## src/rtl/lbr_pkg.sv

```systemverilog
package lbr_pkg;
  // One step around a ring of n positions.
  function automatic int ring_step(int v, int n);
    return (v + 1 >= n) ? 0 : v + 1;
  endfunction
endpackage

```

## src/rtl/lbr_cell_store.sv

```systemverilog
module lbr_cell_store #(
  parameter int N  = 4,
  parameter int DW = 8,
  parameter int SW = $clog2(N)
) (
  input  logic                    clk,
  input  logic                    rst_n,
  input  logic                    wr_en,
  input  logic [SW-1:0]           wr_src,
  input  logic [SW-1:0]           wr_ctr,
  input  logic [DW-1:0]           wr_data,
  input  logic                    clr_en,
  input  logic [SW-1:0]           clr_src,
  input  logic [SW-1:0]           clr_ctr,
  input  logic [SW-1:0]           rd_src,
  input  logic [SW-1:0]           rd_ctr,
  output logic [DW-1:0]           rd_data,
  output logic [N-1:0][N-1:0]     occ
);
  logic [DW-1:0] mem [N][N];

  for (genvar s = 0; s < N; s++) begin : g_src
    for (genvar c = 0; c < N; c++) begin : g_ctr
      logic hit_wr, hit_clr;
      assign hit_wr  = wr_en  && wr_src  == SW'(s) && wr_ctr  == SW'(c);
      assign hit_clr = clr_en && clr_src == SW'(s) && clr_ctr == SW'(c);

      always_ff @(posedge clk) begin
        if (!rst_n)       occ[s][c] <= 1'b0;
        else if (hit_wr)  occ[s][c] <= 1'b1;
        else if (hit_clr) occ[s][c] <= 1'b0;
      end

      always_ff @(posedge clk) begin
        if (hit_wr) mem[s][c] <= wr_data;
      end
    end
  end

  assign rd_data = mem[rd_src][rd_ctr];
endmodule

```

## src/rtl/lbr_flow_track.sv

```systemverilog
module lbr_flow_track #(
  parameter int N  = 4,
  parameter int SW = $clog2(N)
) (
  input  logic                 clk,
  input  logic                 rst_n,
  input  logic                 arr_fire,
  input  logic [SW-1:0]        arr_src,
  input  logic [SW-1:0]        arr_ctr,
  input  logic                 dep_fire,
  input  logic [SW-1:0]        dep_src,
  input  logic [N-1:0][N-1:0]  occ,
  output logic [N-1:0][SW-1:0] want_ctr,
  output logic [N-1:0]         queued,
  output logic                 push_re,
  output logic                 push_new
);
  logic [SW-1:0] nxt;
  logic          nxt_full;

  assign nxt      = SW'(lbr_pkg::ring_step(int'(want_ctr[dep_src]), N));
  assign nxt_full = occ[dep_src][nxt] ||
                    (arr_fire && arr_src == dep_src && arr_ctr == nxt);
  assign push_re  = dep_fire && nxt_full;
  assign push_new = arr_fire && arr_ctr == want_ctr[arr_src] && !queued[arr_src];

  for (genvar s = 0; s < N; s++) begin : g_flow
    always_ff @(posedge clk) begin
      if (!rst_n) begin
        want_ctr[s] <= '0;
        queued[s]   <= 1'b0;
      end else if (dep_fire && dep_src == SW'(s)) begin
        want_ctr[s] <= nxt;
        queued[s]   <= push_re;
      end else if (push_new && arr_src == SW'(s)) begin
        queued[s]   <= 1'b1;
      end
    end
  end
endmodule

```

## src/rtl/lbr_depart_fifo.sv

```systemverilog
module lbr_depart_fifo #(
  parameter int N  = 4,
  parameter int SW = $clog2(N)
) (
  input  logic          clk,
  input  logic          rst_n,
  input  logic          push_a,
  input  logic [SW-1:0] a_val,
  input  logic          push_b,
  input  logic [SW-1:0] b_val,
  input  logic          pop,
  output logic [SW-1:0] head,
  output logic [SW:0]   cnt,
  output logic          nonempty
);
  logic [SW-1:0] slot [N];
  logic [SW-1:0] rp, wp, wp_b, wp_n;

  // Push A always lands first, so a same-cycle push B sits behind it.
  assign wp_b = push_a ? SW'(lbr_pkg::ring_step(int'(wp), N)) : wp;
  assign wp_n = push_b ? SW'(lbr_pkg::ring_step(int'(wp_b), N)) : wp_b;

  always_ff @(posedge clk) begin
    if (!rst_n) begin
      rp  <= '0;
      wp  <= '0;
      cnt <= '0;
    end else begin
      wp  <= wp_n;
      if (pop) rp <= SW'(lbr_pkg::ring_step(int'(rp), N));
      cnt <= cnt + (SW+1)'(push_a) + (SW+1)'(push_b) - (SW+1)'(pop);
    end
  end

  always_ff @(posedge clk) begin
    if (push_a) slot[wp]   <= a_val;
    if (push_b) slot[wp_b] <= b_val;
  end

  assign head     = slot[rp];
  assign nonempty = cnt != '0;
endmodule

```

## src/rtl/lbr_reseq.sv

```systemverilog
module lbr_reseq #(
  parameter int N  = 4,
  parameter int DW = 8,
  localparam int SW = $clog2(N)
) (
  input  logic          clk,
  input  logic          rst_n,
  input  logic          in_valid,
  output logic          in_ready,
  input  logic [SW-1:0] in_src,
  input  logic [SW-1:0] in_ctr,
  input  logic [DW-1:0] in_data,
  output logic          out_valid,
  input  logic          out_ready,
  output logic [SW-1:0] out_src,
  output logic [SW-1:0] out_ctr,
  output logic [DW-1:0] out_data
);
  logic [N-1:0][N-1:0]  occ;
  logic [N-1:0][SW-1:0] want_ctr;
  logic [N-1:0]         q_flags;
  logic [SW:0]          fifo_cnt;
  logic [SW-1:0]        head;
  logic                 arr_fire, dep_fire, push_re, push_new, nonempty;

  assign in_ready  = !occ[in_src][in_ctr];
  assign arr_fire  = in_valid && in_ready;
  assign out_valid = nonempty;
  assign dep_fire  = out_valid && out_ready;
  assign out_src   = head;
  assign out_ctr   = want_ctr[head];

  lbr_cell_store #(.N(N), .DW(DW), .SW(SW)) u_store (
    .clk(clk), .rst_n(rst_n),
    .wr_en(arr_fire), .wr_src(in_src), .wr_ctr(in_ctr), .wr_data(in_data),
    .clr_en(dep_fire), .clr_src(head), .clr_ctr(want_ctr[head]),
    .rd_src(head), .rd_ctr(want_ctr[head]), .rd_data(out_data),
    .occ(occ)
  );

  lbr_flow_track #(.N(N), .SW(SW)) u_track (
    .clk(clk), .rst_n(rst_n),
    .arr_fire(arr_fire), .arr_src(in_src), .arr_ctr(in_ctr),
    .dep_fire(dep_fire), .dep_src(head), .occ(occ),
    .want_ctr(want_ctr), .queued(q_flags),
    .push_re(push_re), .push_new(push_new)
  );

  lbr_depart_fifo #(.N(N), .SW(SW)) u_fifo (
    .clk(clk), .rst_n(rst_n),
    .push_a(push_re), .a_val(head),
    .push_b(push_new), .b_val(in_src),
    .pop(dep_fire), .head(head), .cnt(fifo_cnt), .nonempty(nonempty)
  );
endmodule

```

## config.mk

```make
export PLATFORM = sky130hd
export DESIGN_NAME = lbr_reseq
export DESIGN_NICKNAME = d
export VERILOG_FILES = /design/src/rtl/lbr_pkg.sv /design/src/rtl/lbr_cell_store.sv /design/src/rtl/lbr_flow_track.sv /design/src/rtl/lbr_depart_fifo.sv /design/src/rtl/lbr_reseq.sv
export SDC_FILE = /design/constraint.sdc
export NUM_CORES = 1
export LEC_CHECK = 0
export BUFFER_PORTS_ARGS = -buffer_cell sky130_fd_sc_hd__buf_2
export CORE_MARGIN = 5
export CORE_UTILIZATION = 57
export CTS_CLUSTER_DIAMETER = 60
export CTS_CLUSTER_SIZE = 12
export DETAILED_ROUTE_END_ITERATION = 10
export GPL_TIMING_DRIVEN = 0
export PLACE_DENSITY = 0.74
export SKIP_LAST_GASP = 1
export SLEW_MARGIN = 0
export SYNTH_ARGS = -nofsm -noshare
export SYNTH_HDL_FRONTEND = slang
export SYNTH_SLANG_ARGS = --single-unit
```

## constraint.sdc

```tcl
create_clock -name clk -period 7.35 [get_ports clk]
set_input_delay 1.47 -clock clk [delete_from_list [all_inputs] [get_ports clk]]
set_output_delay 1.47 -clock clk [all_outputs]
set_load 0.05 [all_outputs]
```

==> metrics.md, run 1 <==
| Metric | Value |
|---|---|
| Status | completed |
| FP Rows | 42 |
| WP data required | 7.67 ns |
| Slew Limit Fails | 0 |
| Post-Place Cells | 694 |
| Hold Path Depth | 2 |
| Final period utilization | 73.2% |
| Yosys warnings | 0 |
| Inserted Diodes | 0 |
| Final instance area | 0.00859 sq mm |
| Antenna Violating Nets Remaining | 0 |
| GP Congestion | 0.931 |
| Sequential area share after synthesis | 63.1% |
| Mapped cell area | 0.00764 sq mm |
| TNS Setup | 0 ns |
| Die width | 126 microns |
| Setup Buffers After CTS | 0 |
| First-pass iteration count of the detailed router | 5 |
| R2R Setup Slk | 1.97 ns |
| Max Fclk | 186 MHz |
| Hold_ws | 0.508 ns |
| Setup CP Type | flip-flop to flip-flop |
| Core ar. | 0.0132 sq mm |
| Post-DR wirelength/cell | 23.0 microns |
| Initial antenna violation count | 0 |
| Hold endpoint | u_fifo.rp[1] |
| R2R Path End | u_fifo.cnt[2] |
| Post-synth top flop | edfxtp_1 |
| Vias in the first global route | 4,573 |
| Hold Vio Cnt, Final | 0 |
| Largest net degree at the start of global routing | 17 |
| Area growth syn-to-layout | 12.4% |
| # DRC | 0 |
| Routed vias | 4,396 |
| Async S/R FF share, synth | 0% |
| Worst VDD drop | 0.000253 V |
| Critical Path Fanout Max | 12 |
| Iter 0 DRT Violations | 590 |
| Hold WC Path Type | flip-flop to flip-flop |
| Lkg Pwr | 2.94 nW |
| CP arrival | 5.70 ns |
| Clock-pin slew reported for the worst setup and hold paths after clock tree synthesis | 0.06 ns |
| Finish-stage setup viols | 0 |
| Final min period | 5.38 ns |
| TritonCTS clock tree | done |
| Clock buffer depth | 2 |
| Max Cap Violations | 0 |
| DP Area | 0.00801 sq mm |
| Mapped Avg Cell Area | 15.6 sq um |
| Design Power | 2.70 mW |
| CP Launch Type | flip-flop |
| RSZ-0062 raised after global routing | false |
| Die ar. | 0.0158 sq mm |
| Cells after Synth | 491 |
| Worst Reg2Reg Path Length in Cells | 15 |
| Cell Count, Final, Fillers Out | 726 |
| Chip Height | 126 microns |
| Initial Util | 57.9% |
| GR Util All Layers | 22.3% |
| Cts repair resizes | 0 |
| H-tree levels | 4 |
| Post-cts hold buffer count | 0 |
| Min-delay src | u_fifo.rp[1] |
| Nets | 570 |
| Power Density | 314 mW/mm^2 |
| Worst-Margin Slew | 1.38 ns |
| Synthesized flop and latch total | 173 |
| Syn_nets | 524 |
| Slew headroom | 7.09% |
| Post-synth EDFFs | 136 |
| Post-synth cell types | 46 |
| Share of cells above drive strength 1 | 23.1% |
| Clock Tree Root | clkbuf_16 |
| First-pass GRT wire length | 26,400 microns |
| Worst clock skew | 0.00682 ns |
| Vias per Instance | 6.06 |
| TritonCTS Buffers | 17 |
| Latest clock arrival within the worst-skew pair | 0.42 ns |
| DPL Wire Length | 11,000 microns |
| Io pins | 30 |
| Filler instances | 929 |
| Port bufs | 26 |
| Total gr overflow | 0 |
| Clock sinks | 173 |
| WL final | 16,700 microns |
| CP Capture Type | flip-flop |
==> worst max-delay path, cell delays in order (launching register included) <==
cell and delay [ns]:
dfxtp_1 0.38, mux4_2 0.63, buf_2 0.26, mux4_2 0.52, buf_2 0.36, clkbuf_1 0.57, ha_1 0.45, mux4_2 0.38
o21ba_1 0.26, buf_6 0.13, nor2_1 0.08, fa_1 0.45, fa_1 0.39, xnor2_1 0.14, xnor2_1 0.12, and2_1 0.15
==> cell type report <==
cell class / count / area [sq um] / share of cell area (%)
tap: 176 / 220 / 2.56
clock inverter: 13 / 146 / 1.70
timing repair buffer: 27 / 135 / 1.57
buffer: 30 / 135 / 1.57
multi-input combinational: 278 / 2660 / 30.9
sequential: 173 / 4820 / 56.2
clock buffer: 19 / 433 / 5.04
inverter: 10 / 37.5 / 0.437
==> per-layer routing <==
metal / up-vias / track usage (%) / part of all wire (%)
li1: 1973 / - / -
met4: 0 / 6.44 / 1.7
met1: 2211 / 29.0 / 40
met5: - / 0 / 0
met3: 29 / 5.97 / 6.7
met2: 183 / 37.4 / 52
==> worst max-delay path by stage <==
stage               from       endpoint  slack (ns)  cells after the start
2_1_floorplan  in_src[1]       in_ready        2.34                      4
3_3_place_gp   flip-flop  u_fifo.cnt[2]        2.03                     15
3_5_place_dp   flip-flop  u_fifo.cnt[2]        1.94                     15
4_1_cts        flip-flop  u_fifo.cnt[2]        1.95                     15
5_1_grt        flip-flop  u_fifo.cnt[2]        1.72                     15
6_report       flip-flop  u_fifo.cnt[2]        1.97                     15
==> sequential cells by signal (all words and copies together) (netlist names), named ones only <==
name and cells:
u_fifo.rp 2, u_fifo.wp 2, u_store.occ 16, u_track.queued 4
u_track.want_ctr 8, u_store.mem 128, u_fifo.cnt 3, u_fifo.slot 8
==> cells by family after synthesis <==
logic type               count (synthesis)  share of synthesized area [%]
flip-flops                             173                           63.1
AND/OR/NAND/NOR                        116                           7.76
multiplexers                            79                           17.9
AO/OA/AOI/OAI                           58                           4.99
buffers and inverters                   40                           2.26
adder cells (fa/ha/maj)                 17                           2.98
XOR/XNOR                                 8                          0.917
==> layout by cell type (no fill, tap or decap), types with 4 or more instances in the layout <==
| master | Yosys | final |
|---|---|---|
| edfxtp_1 | 136 | 136 |
| mux2_2 | 10 | 10 |
| nor2b_1 | 29 | 29 |
| a21oi_1 | 32 | 32 |
| clkbuf_1 | 18 | 20 |
| nand2_1 | 37 | 37 |
| nand3_1 | 5 | 5 |
| xnor2_1 | 7 | 7 |
| a211oi_1 | 8 | 8 |
| mux4_2 | 44 | 44 |
| clkinv_2 | 0 | 4 |
| o211a_1 | 4 | 4 |
| nor2_1 | 16 | 16 |
| dfxtp_1 | 37 | 37 |
| ha_1 | 15 | 15 |
| inv_1 | 8 | 8 |
| mux2i_1 | 23 | 23 |
| clkbuf_16 | 0 | 17 |
| nor3_1 | 8 | 5 |
| buf_1 | 4 | 4 |
| buf_2 | 6 | 33 |
==> per-stage QoR <==
stage / util (%) / setup WS [ns]
floorplan: - / 2.34
global placement: 60.6 / 2.03
detailed placement: 60.7 / 1.94
CTS: 65.1 / 1.95
global route: 65.1 / 1.72
finish: 65.1 / 1.97
==> where the power goes <==
group	switching, mW	internal [mW]
Sequential	0.0217	1.10
Combinational	0.423	0.268
Clock	0.359	0.529
==> synthesized netlist by cell type, types with 6 or more instances <==
library cell	number	area, sq um
nor2_1	16	60.1
mux2_2	10	113
nor2b_1	29	181
nor3_1	8	40.0
ha_1	15	188
a21oi_1	32	160
edfxtp_1	136	4080
mux4_2	44	991
clkbuf_1	18	67.6
xnor2_1	7	61.3
nand2_1	37	139
buf_2	6	30.0
dfxtp_1	37	741
a211oi_1	8	60.1
inv_1	8	30.0
mux2i_1	23	230
(Power assumes the default switching activity.)
==> run 2: changes to the inputs <==
- CORE_UTILIZATION: 57 -> 55
- PLACE_DENSITY: 0.74 -> 0.75
- clock period: 7.35 -> 4.5 ns (I/O delays scaled with it)
==> run 2 against run 1 <==
Against the previous run:
- clock power grew 62%
- largest cell class unchanged
- clock skew increased by 0.00070 ns
- count of clock-buffer cells in the layout grew 5
- cell area rose by 0.57%
- die area is 3.4% higher
- largest power group unchanged
- sequential share of layout area fell by 0.32 points
- wire length is 2.0% lower
==> metrics.md, run 2 (same netlist as run 1, synthesis figures left out) <==
| Metric | Value |
|---|---|
| Status | completed |
| WP data required | 4.82 ns (-2.85 ns) |
| Slew Limit Fails | 0 (unchanged) |
| Antenna Violating Nets Remaining | 0 (unchanged) |
| Worst-Margin Slew | 1.39 ns (+0.00486 ns) |
| Initial Util | 55.5% (-2.5 points) |
| Worst Reg2Reg Path Length in Cells | 13 (-2) |
| Largest net degree at the start of global routing | 17 (unchanged) |
| Die ar. | 0.0164 sq mm (+3.4%) |
| Critical path, cell by cell | mux4_2 -> buf_2 -> mux4_2 -> ha_4 -> mux4_2 -> o21ba_1 -> buf_6 -> nor2_1 -> fa_1 -> fa_1 -> xnor2_1 -> xnor2_1 -> and2_1 |
| Post-DR wirelength/cell | 22.3 microns (-2.8%) |
| CP Launch Type | flip-flop |
| TritonCTS clock tree | done |
| Max reg flops | 128 (unchanged) |
| Vias per Instance | 6.07 (+0.22%) |
| Finish-stage setup viols | 0 (unchanged) |
| Slew headroom | 6.76% (-0.33 points) |
| Routed vias | 4,442 (+1.0%) |
| Slowest cell on the critical path | mux4_2 |
| First-pass GRT wire length | 25,800 microns (-1.9%) |
| Port bufs | 26 (unchanged) |
| Setup CP Type | flip-flop to flip-flop |
| R2R Path End | u_fifo.cnt[2] |
| CP arrival | 4.64 ns (-1.06 ns) |
| GR Util All Layers | 21.5% (-0.80 points) |
| Worst VDD drop | 0.000319 V (+26%) |
| Hold endpoint | u_fifo.rp[1] |
| Final min period | 4.33 ns (-1.05 ns) |
| Clock-pin slew reported for the worst setup and hold paths after clock tree synthesis | 0.06 ns (about the same) |
| Io pins | 30 (unchanged) |
| Inserted Diodes | 0 (unchanged) |
| Most frequent cells in the layout | 136 x edfxtp_1, 44 x mux4_2, 37 x nand2_1, 37 x dfxtp_1 |
| Total gr overflow | 0 (unchanged) |
| CP dominant cell by count | mux4_2 |
| Cell Count, Final, Fillers Out | 732 (+0.83%) |
| H-tree levels | 4 (unchanged) |
| Max Fclk | 231 MHz (+24%) |
| Gate power share | 25.9% (+0.3 points) |
| First-pass iteration count of the detailed router | 5 (unchanged) |
| Top reg by flops | u_store.mem |
| Vias in the first global route | 4,614 (+0.90%) |
| Flop pwr share | 41.4% (about the same) |
| Clock share of power | 32.7% (-0.2 points) |
| Int Power | 3.12 mW (+65%) |
| Clock Tree Root | clkbuf_16 |
| WL final | 16,300 microns (-2.0%) |
| Crit path largest cell delay | 0.57 ns (-0.06 ns) |
| Initial antenna violation count | 0 (unchanged) |
| Net Sw Frac | 29.2% (-0.57 points) |
| Hold Path Depth | 2 (unchanged) |
| GP Congestion | 0.896 (-3.8%) |
| Hold WC Path Type | flip-flop to flip-flop |
| Core ar. | 0.0138 sq mm (+4.4%) |
| FP Rows | 43 (+2.4%) |
| Clock buffer depth | 2 (unchanged) |
| Max Cap Violations | 0 (unchanged) |
| Hold_ws | 0.507 ns (-0.000920 ns) |
| Chip Height | 128 microns (+1.7%) |
| Min-delay src | u_fifo.rp[1] |
| Post-Place Cells | 698 (+0.58%) |
| TritonCTS Buffers | 17 (unchanged) |
| R2R Setup Slk | 0.17 ns (-1.80 ns) |
| Largest regs | u_store.mem (128), u_store.occ (16) |
| Post-cts hold buffer count | 0 (unchanged) |
| Filler instances | 1,019 (+9.7%) |
| Worst clock skew | 0.00751 ns (+0.000696 ns) |
| TNS Setup | 0 ns (unchanged) |
| # DRC | 0 (unchanged) |
| Commonest non-fill, non-tap cell in the layout | edfxtp_1 |
| DPL Wire Length | 11,000 microns (+0.46%) |
| Iter 0 DRT Violations | 557 (-5.6%) |
| Final period utilization | 96.2% (+23 points) |
| RSZ-0062 raised after global routing | false |
| Clock sinks | 173 (unchanged) |
| CP Capture Type | flip-flop |
| Sw power | 1.29 mW (+60%) |
| Latest clock arrival within the worst-skew pair | 0.43 ns (about the same) |
| Hold Vio Cnt, Final | 0 (unchanged) |
| Nets | 572 (+0.35%) |
| Lkg Pwr | 2.96 nW (+0.98%) |
| Critical Path Fanout Max | 10 (-2) |
| Power Density | 511 mW/mm^2 (+63%) |
| Die width | 128 microns (+1.7%) |
| Share of cells above drive strength 1 | 24.1% (+1.0 points) |
| Area growth syn-to-layout | 13.1% |
==> run 2: metal layers <==
metal,share of wire (%),vias to the layer above,GRT usage (%)
met1,39,2210,27.4
met2,50,197,35.8
met4,3.3,0,8.30
met5,0,-,0
met3,7.0,50,5.29
li1,-,1985,-
==> run 2: worst max path at each step <==
stage                     slack (ns)  depth (start not counted)       endpoint
after floorplan                 0.03                         15  u_fifo.cnt[2]
after global placement         -0.37                         15  u_fifo.cnt[2]
after detailed placement       -0.47                         15  u_fifo.cnt[2]
after CTS                       0.01                          9    out_data[0]
after global routing           0.002                         16  u_fifo.cnt[2]
final                           0.17                         13  u_fifo.cnt[2]
==> run 2: area by class of cell <==
class / instances / area, sq um / area share, %
Clock inverter: 8 / 116 / 1.35
Clock buffer: 24 / 462 / 5.34
Timing Repair Buffer: 31 / 165 / 1.91
Tap cell: 180 / 225 / 2.61
Multi-Input combinational cell: 278 / 2670 / 30.9
Sequential cell: 173 / 4820 / 55.8
Inverter: 10 / 37.5 / 0.434
Buffer: 28 / 138 / 1.59
==> run 2: stage by stage <==
stage / setup WS, ns / cell area, sq um / util [%] / power, mW
after floorplan: 0.0309 / 7660 / - / 2.72
after global placement: -0.371 / 8010 / 58.2 / 2.97
after detailed placement: -0.473 / 8020 / 58.2 / 3.00
after CTS: 0.0126 / 8620 / 62.6 / 4.44
after global routing: 0.00225 / 8640 / 62.7 / 4.61
final: 0.173 / 8640 / 62.7 / 4.41
==> run 2: power by group through the flow <==
stage               registers (mW)  logic [mW]  clock network (mW)
global placement              1.85        1.11                   0
CTS                           1.82        1.15                1.47
finish                        1.82        1.14                1.44
global route                  1.83        1.24                1.54
floorplan                     1.85       0.873                   0
detailed placement            1.86        1.14                   0
==> run 2: repair_timing <==
action,in CTS,in global routing
buffers inserted,3,1
endpoints found under the setup margin,26,9
resized for setup,5,3
hold endpoints to repair,0,0
==> run 2: critical path, delay by kind of cell, from the launching register on <==
| kind | cells | cell delay, ns |
|---|---|---|
| adder cells (fa/ha/maj) | 3 | 1.20 |
| buffers and inverters | 2 | 0.38 |
| flip-flops | 1 | 0.39 |
| multiplexers | 3 | 1.49 |
| AO/OA/AOI/OAI | 1 | 0.27 |
| XOR/XNOR | 2 | 0.26 |
| AND/OR/NAND/NOR | 2 | 0.23 |
==> run 3: changes to the inputs <==
- CELL_PAD_IN_SITES_DETAIL_PLACEMENT: default -> 1
- CELL_PAD_IN_SITES_GLOBAL_PLACEMENT: default -> 2
- CORE_UTILIZATION: 55 -> 41
==> run 3 against run 2 <==
Against the previous run:
- sequential share of layout area down 0.74 points
- utilization down 15 points
- maximum frequency down 0.85%
- critical endpoint unchanged
- combinational power up 4%
- non-clock buffer count down 1
- die area up 31%
- cell area up 1.4%
- sequential power about the same
- register-to-register slack worse by 0.04 ns
- largest power group unchanged
- power up 2.4%
- cell count up 7.0%
==> metrics.md, run 3 (same netlist as run 1, synthesis figures left out) <==
| Metric | Value |
|---|---|
| Die ar. | 0.0215 sq mm (+31%) |
| Min-delay src | u_fifo.rp[1] |
| Final instance area | 0.00876 sq mm (+1.4%) |
| CP arrival | 4.68 ns (+0.04 ns) |
| Max Cap Violations | 0 (unchanged) |
| Clock-pin slew reported for the worst setup and hold paths after clock tree synthesis | 0.07 ns (about the same) |
| TritonCTS Buffers | 17 (unchanged) |
| Iter 0 DRT Violations | 268 (-52%) |
| Initial antenna violation count | 0 (unchanged) |
| Area occupied by multi-input gates | 0.00269 sq mm (+0.56%) |
| Status | completed |
| Area growth syn-to-layout | 14.6% |
| Top reg by flops | u_store.mem |
| Slew headroom | 22.3% (+16 points) |
| Total gr overflow | 0 (unchanged) |
| CP Launch Type | flip-flop |
| CP dominant cell by count | mux4_2 |
| Routed vias | 4,383 (-1.3%) |
| Hold_ws | 0.497 ns (-0.0108 ns) |
| Filler instances | 1,842 (+81%) |
| Top delay family on crit path | multiplexers |
| Cell Count, Final, Fillers Out | 783 (+7.0%) |
| Power Density | 516 mW/mm^2 (+1.0%) |
| Slowest cell on the critical path | mux4_2 |
| Largest regs | u_store.mem (128), u_store.occ (16) |
| CP Capture Type | flip-flop |
| Port bufs | 26 (unchanged) |
| Worst VDD drop | 0.000305 V (-4.4%) |
| WP data required | 4.82 ns (about the same) |
| H-tree levels | 4 (unchanged) |
| Critical Path Fanout Max | 12 (+2) |
| Setup CP Type | flip-flop to flip-flop |
| Core ar. | 0.0185 sq mm (+34%) |
| Vias per Instance | 5.60 (-7.8%) |
| Latest clock arrival within the worst-skew pair | 0.42 ns (about the same) |
| Slew Limit Fails | 0 (unchanged) |
| Max Fclk | 229 MHz (-0.85%) |
| Post-cts hold buffer count | 0 (unchanged) |
| Post-Place Cells | 751 (+7.6%) |
| Share of cells above drive strength 1 | 25.1% (+1.0 points) |
| GR Util All Layers | 18.0% (-3.5 points) |
| Critical path, cell by cell | mux4_2 -> buf_4 -> mux4_2 -> buf_8 -> ha_4 -> mux4_2 -> o21ba_1 -> buf_6 -> nor2_1 -> fa_1 -> fa_1 -> xnor2_1 -> xnor2_1 -> and2_1 |
| Max reg flops | 128 (unchanged) |
| Largest net degree at the start of global routing | 17 (unchanged) |
| Clock Tree Root | clkbuf_16 |
| Worst-Margin Slew | 1.16 ns (-0.227 ns) |
| FP Rows | 50 (+16%) |
| R2R Path End | u_fifo.cnt[2] |
| DPL Wire Length | 12,500 microns (+14%) |
| Lkg Pwr | 2.98 nW (+0.56%) |
| Nets | 571 (-0.17%) |
| Final period utilization | 97.0% (+0.82 points) |
| Vias in the first global route | 4,725 (+2.4%) |
| Finish-stage setup viols | 0 (unchanged) |
| Clock sinks | 173 (unchanged) |
| Worst Reg2Reg Path Length in Cells | 14 (+1) |
| Final min period | 4.36 ns (+0.0370 ns) |
| Hold Vio Cnt, Final | 0 (unchanged) |
| Buffers & Inverters on Critical Path | 3 (+1) |
| RSZ-0062 raised after global routing | true |
| Most frequent cells in the layout | 136 x edfxtp_1, 44 x mux4_2, 37 x nand2_1 |
| Hold WC Path Type | flip-flop to flip-flop |
| GP Congestion | 0.829 (-7.4%) |
| Post-DR wirelength/cell | 23.7 microns (+6.2%) |
| Io pins | 30 (unchanged) |
| # DRC | 0 (unchanged) |
| Inserted Diodes | 0 (unchanged) |
| Die width | 147 microns (+15%) |
| WL final | 18,600 microns (+14%) |
| Chip Height | 147 microns (+15%) |
| Clock buffer depth | 2 (unchanged) |
| R2R Setup Slk | 0.14 ns (-0.04 ns) |
| First-pass iteration count of the detailed router | 4 (-1) |
| Hold Path Depth | 2 (unchanged) |
| Initial Util | 41.3% (-14 points) |
| DP Area | 0.00810 sq mm (+1.0%) |
| First-pass GRT wire length | 28,700 microns (+11%) |
| Crit path largest cell delay | 0.55 ns (-0.02 ns) |
| Sequential cell area | 0.00483 sq mm (about the same) |
| Commonest non-fill, non-tap cell in the layout | edfxtp_1 |
| Worst clock skew | 0.0126 ns (+0.00511 ns) |
| TritonCTS clock tree | done |
| Antenna Violating Nets Remaining | 0 (unchanged) |
-- run 3: stage by stage --
step,setup slack (ns),power [mW],util (%),TNS (ns)
finish,0.136,4.52,47.3,0
CTS,0.00289,4.56,47.2,0
detailed placement,-0.487,3.04,43.7,-4.44
floorplan,0.0309,2.72,-,0
global route,-0.0512,4.73,47.3,-0.0512
global placement,-0.456,3.00,43.6,-3.58
-- run 3: metal layers --
layer / vias up / share of wire [%] / wire length [microns] / GRT usage (%)
met5: - / 0 / 0 / 0
met4: 0 / 0.79 / 146 / 4.23
met3: 12 / 4.5 / 838 / 3.85
met2: 104 / 53 / 9780 / 31.7
met1: 2293 / 42 / 7790 / 22.7
li1: 1974 / - / - / -
-- run 3: worst max-delay path by stage --
| stage | from | endpoint | depth (start not counted) |
|---|---|---|---|
| finish | flip-flop | u_fifo.cnt[2] | 14 |
| global route | flip-flop | u_fifo.cnt[2] | 16 |
| CTS | flip-flop | u_fifo.cnt[2] | 14 |
| detailed placement | flip-flop | u_fifo.cnt[2] | 15 |
| global placement | flip-flop | u_fifo.cnt[2] | 15 |
| floorplan | flip-flop | u_fifo.cnt[2] | 15 |
-- run 3: power breakdown --
group / switching, mW / internal [mW]
sequential: 0.0350 / 1.79
clock: 0.590 / 0.925
combinational: 0.721 / 0.456
-- run 3: timing repair --
action                                  in CTS  in global routing
resized for setup                            8                  6
endpoints found under the setup margin      28                 11
buffers inserted                             3                  0
-- run 3: worst reg2reg max path, delay by kind of cell (launching register included) --
| kind | cells | cell delay [ns] |
|---|---|---|
| flip-flops | 1 | 0.35 |
| buffers and inverters | 3 | 0.57 |
| AND/OR/NAND/NOR | 2 | 0.23 |
| XOR/XNOR | 2 | 0.26 |
| adder cells (fa/ha/maj) | 3 | 1.15 |
| multiplexers | 3 | 1.44 |
| AO/OA/AOI/OAI | 1 | 0.26 |
-- run 3: area by class of cell --
class	instances	share of cell area, %
clock buffers	20	4.99
plain buffers	29	1.84
clock inverters	10	1.89
repair buffers	29	1.74
flip-flops and latches	173	55.1
multi-input cells	278	30.7
well taps	234	3.34
inverters	10	0.429
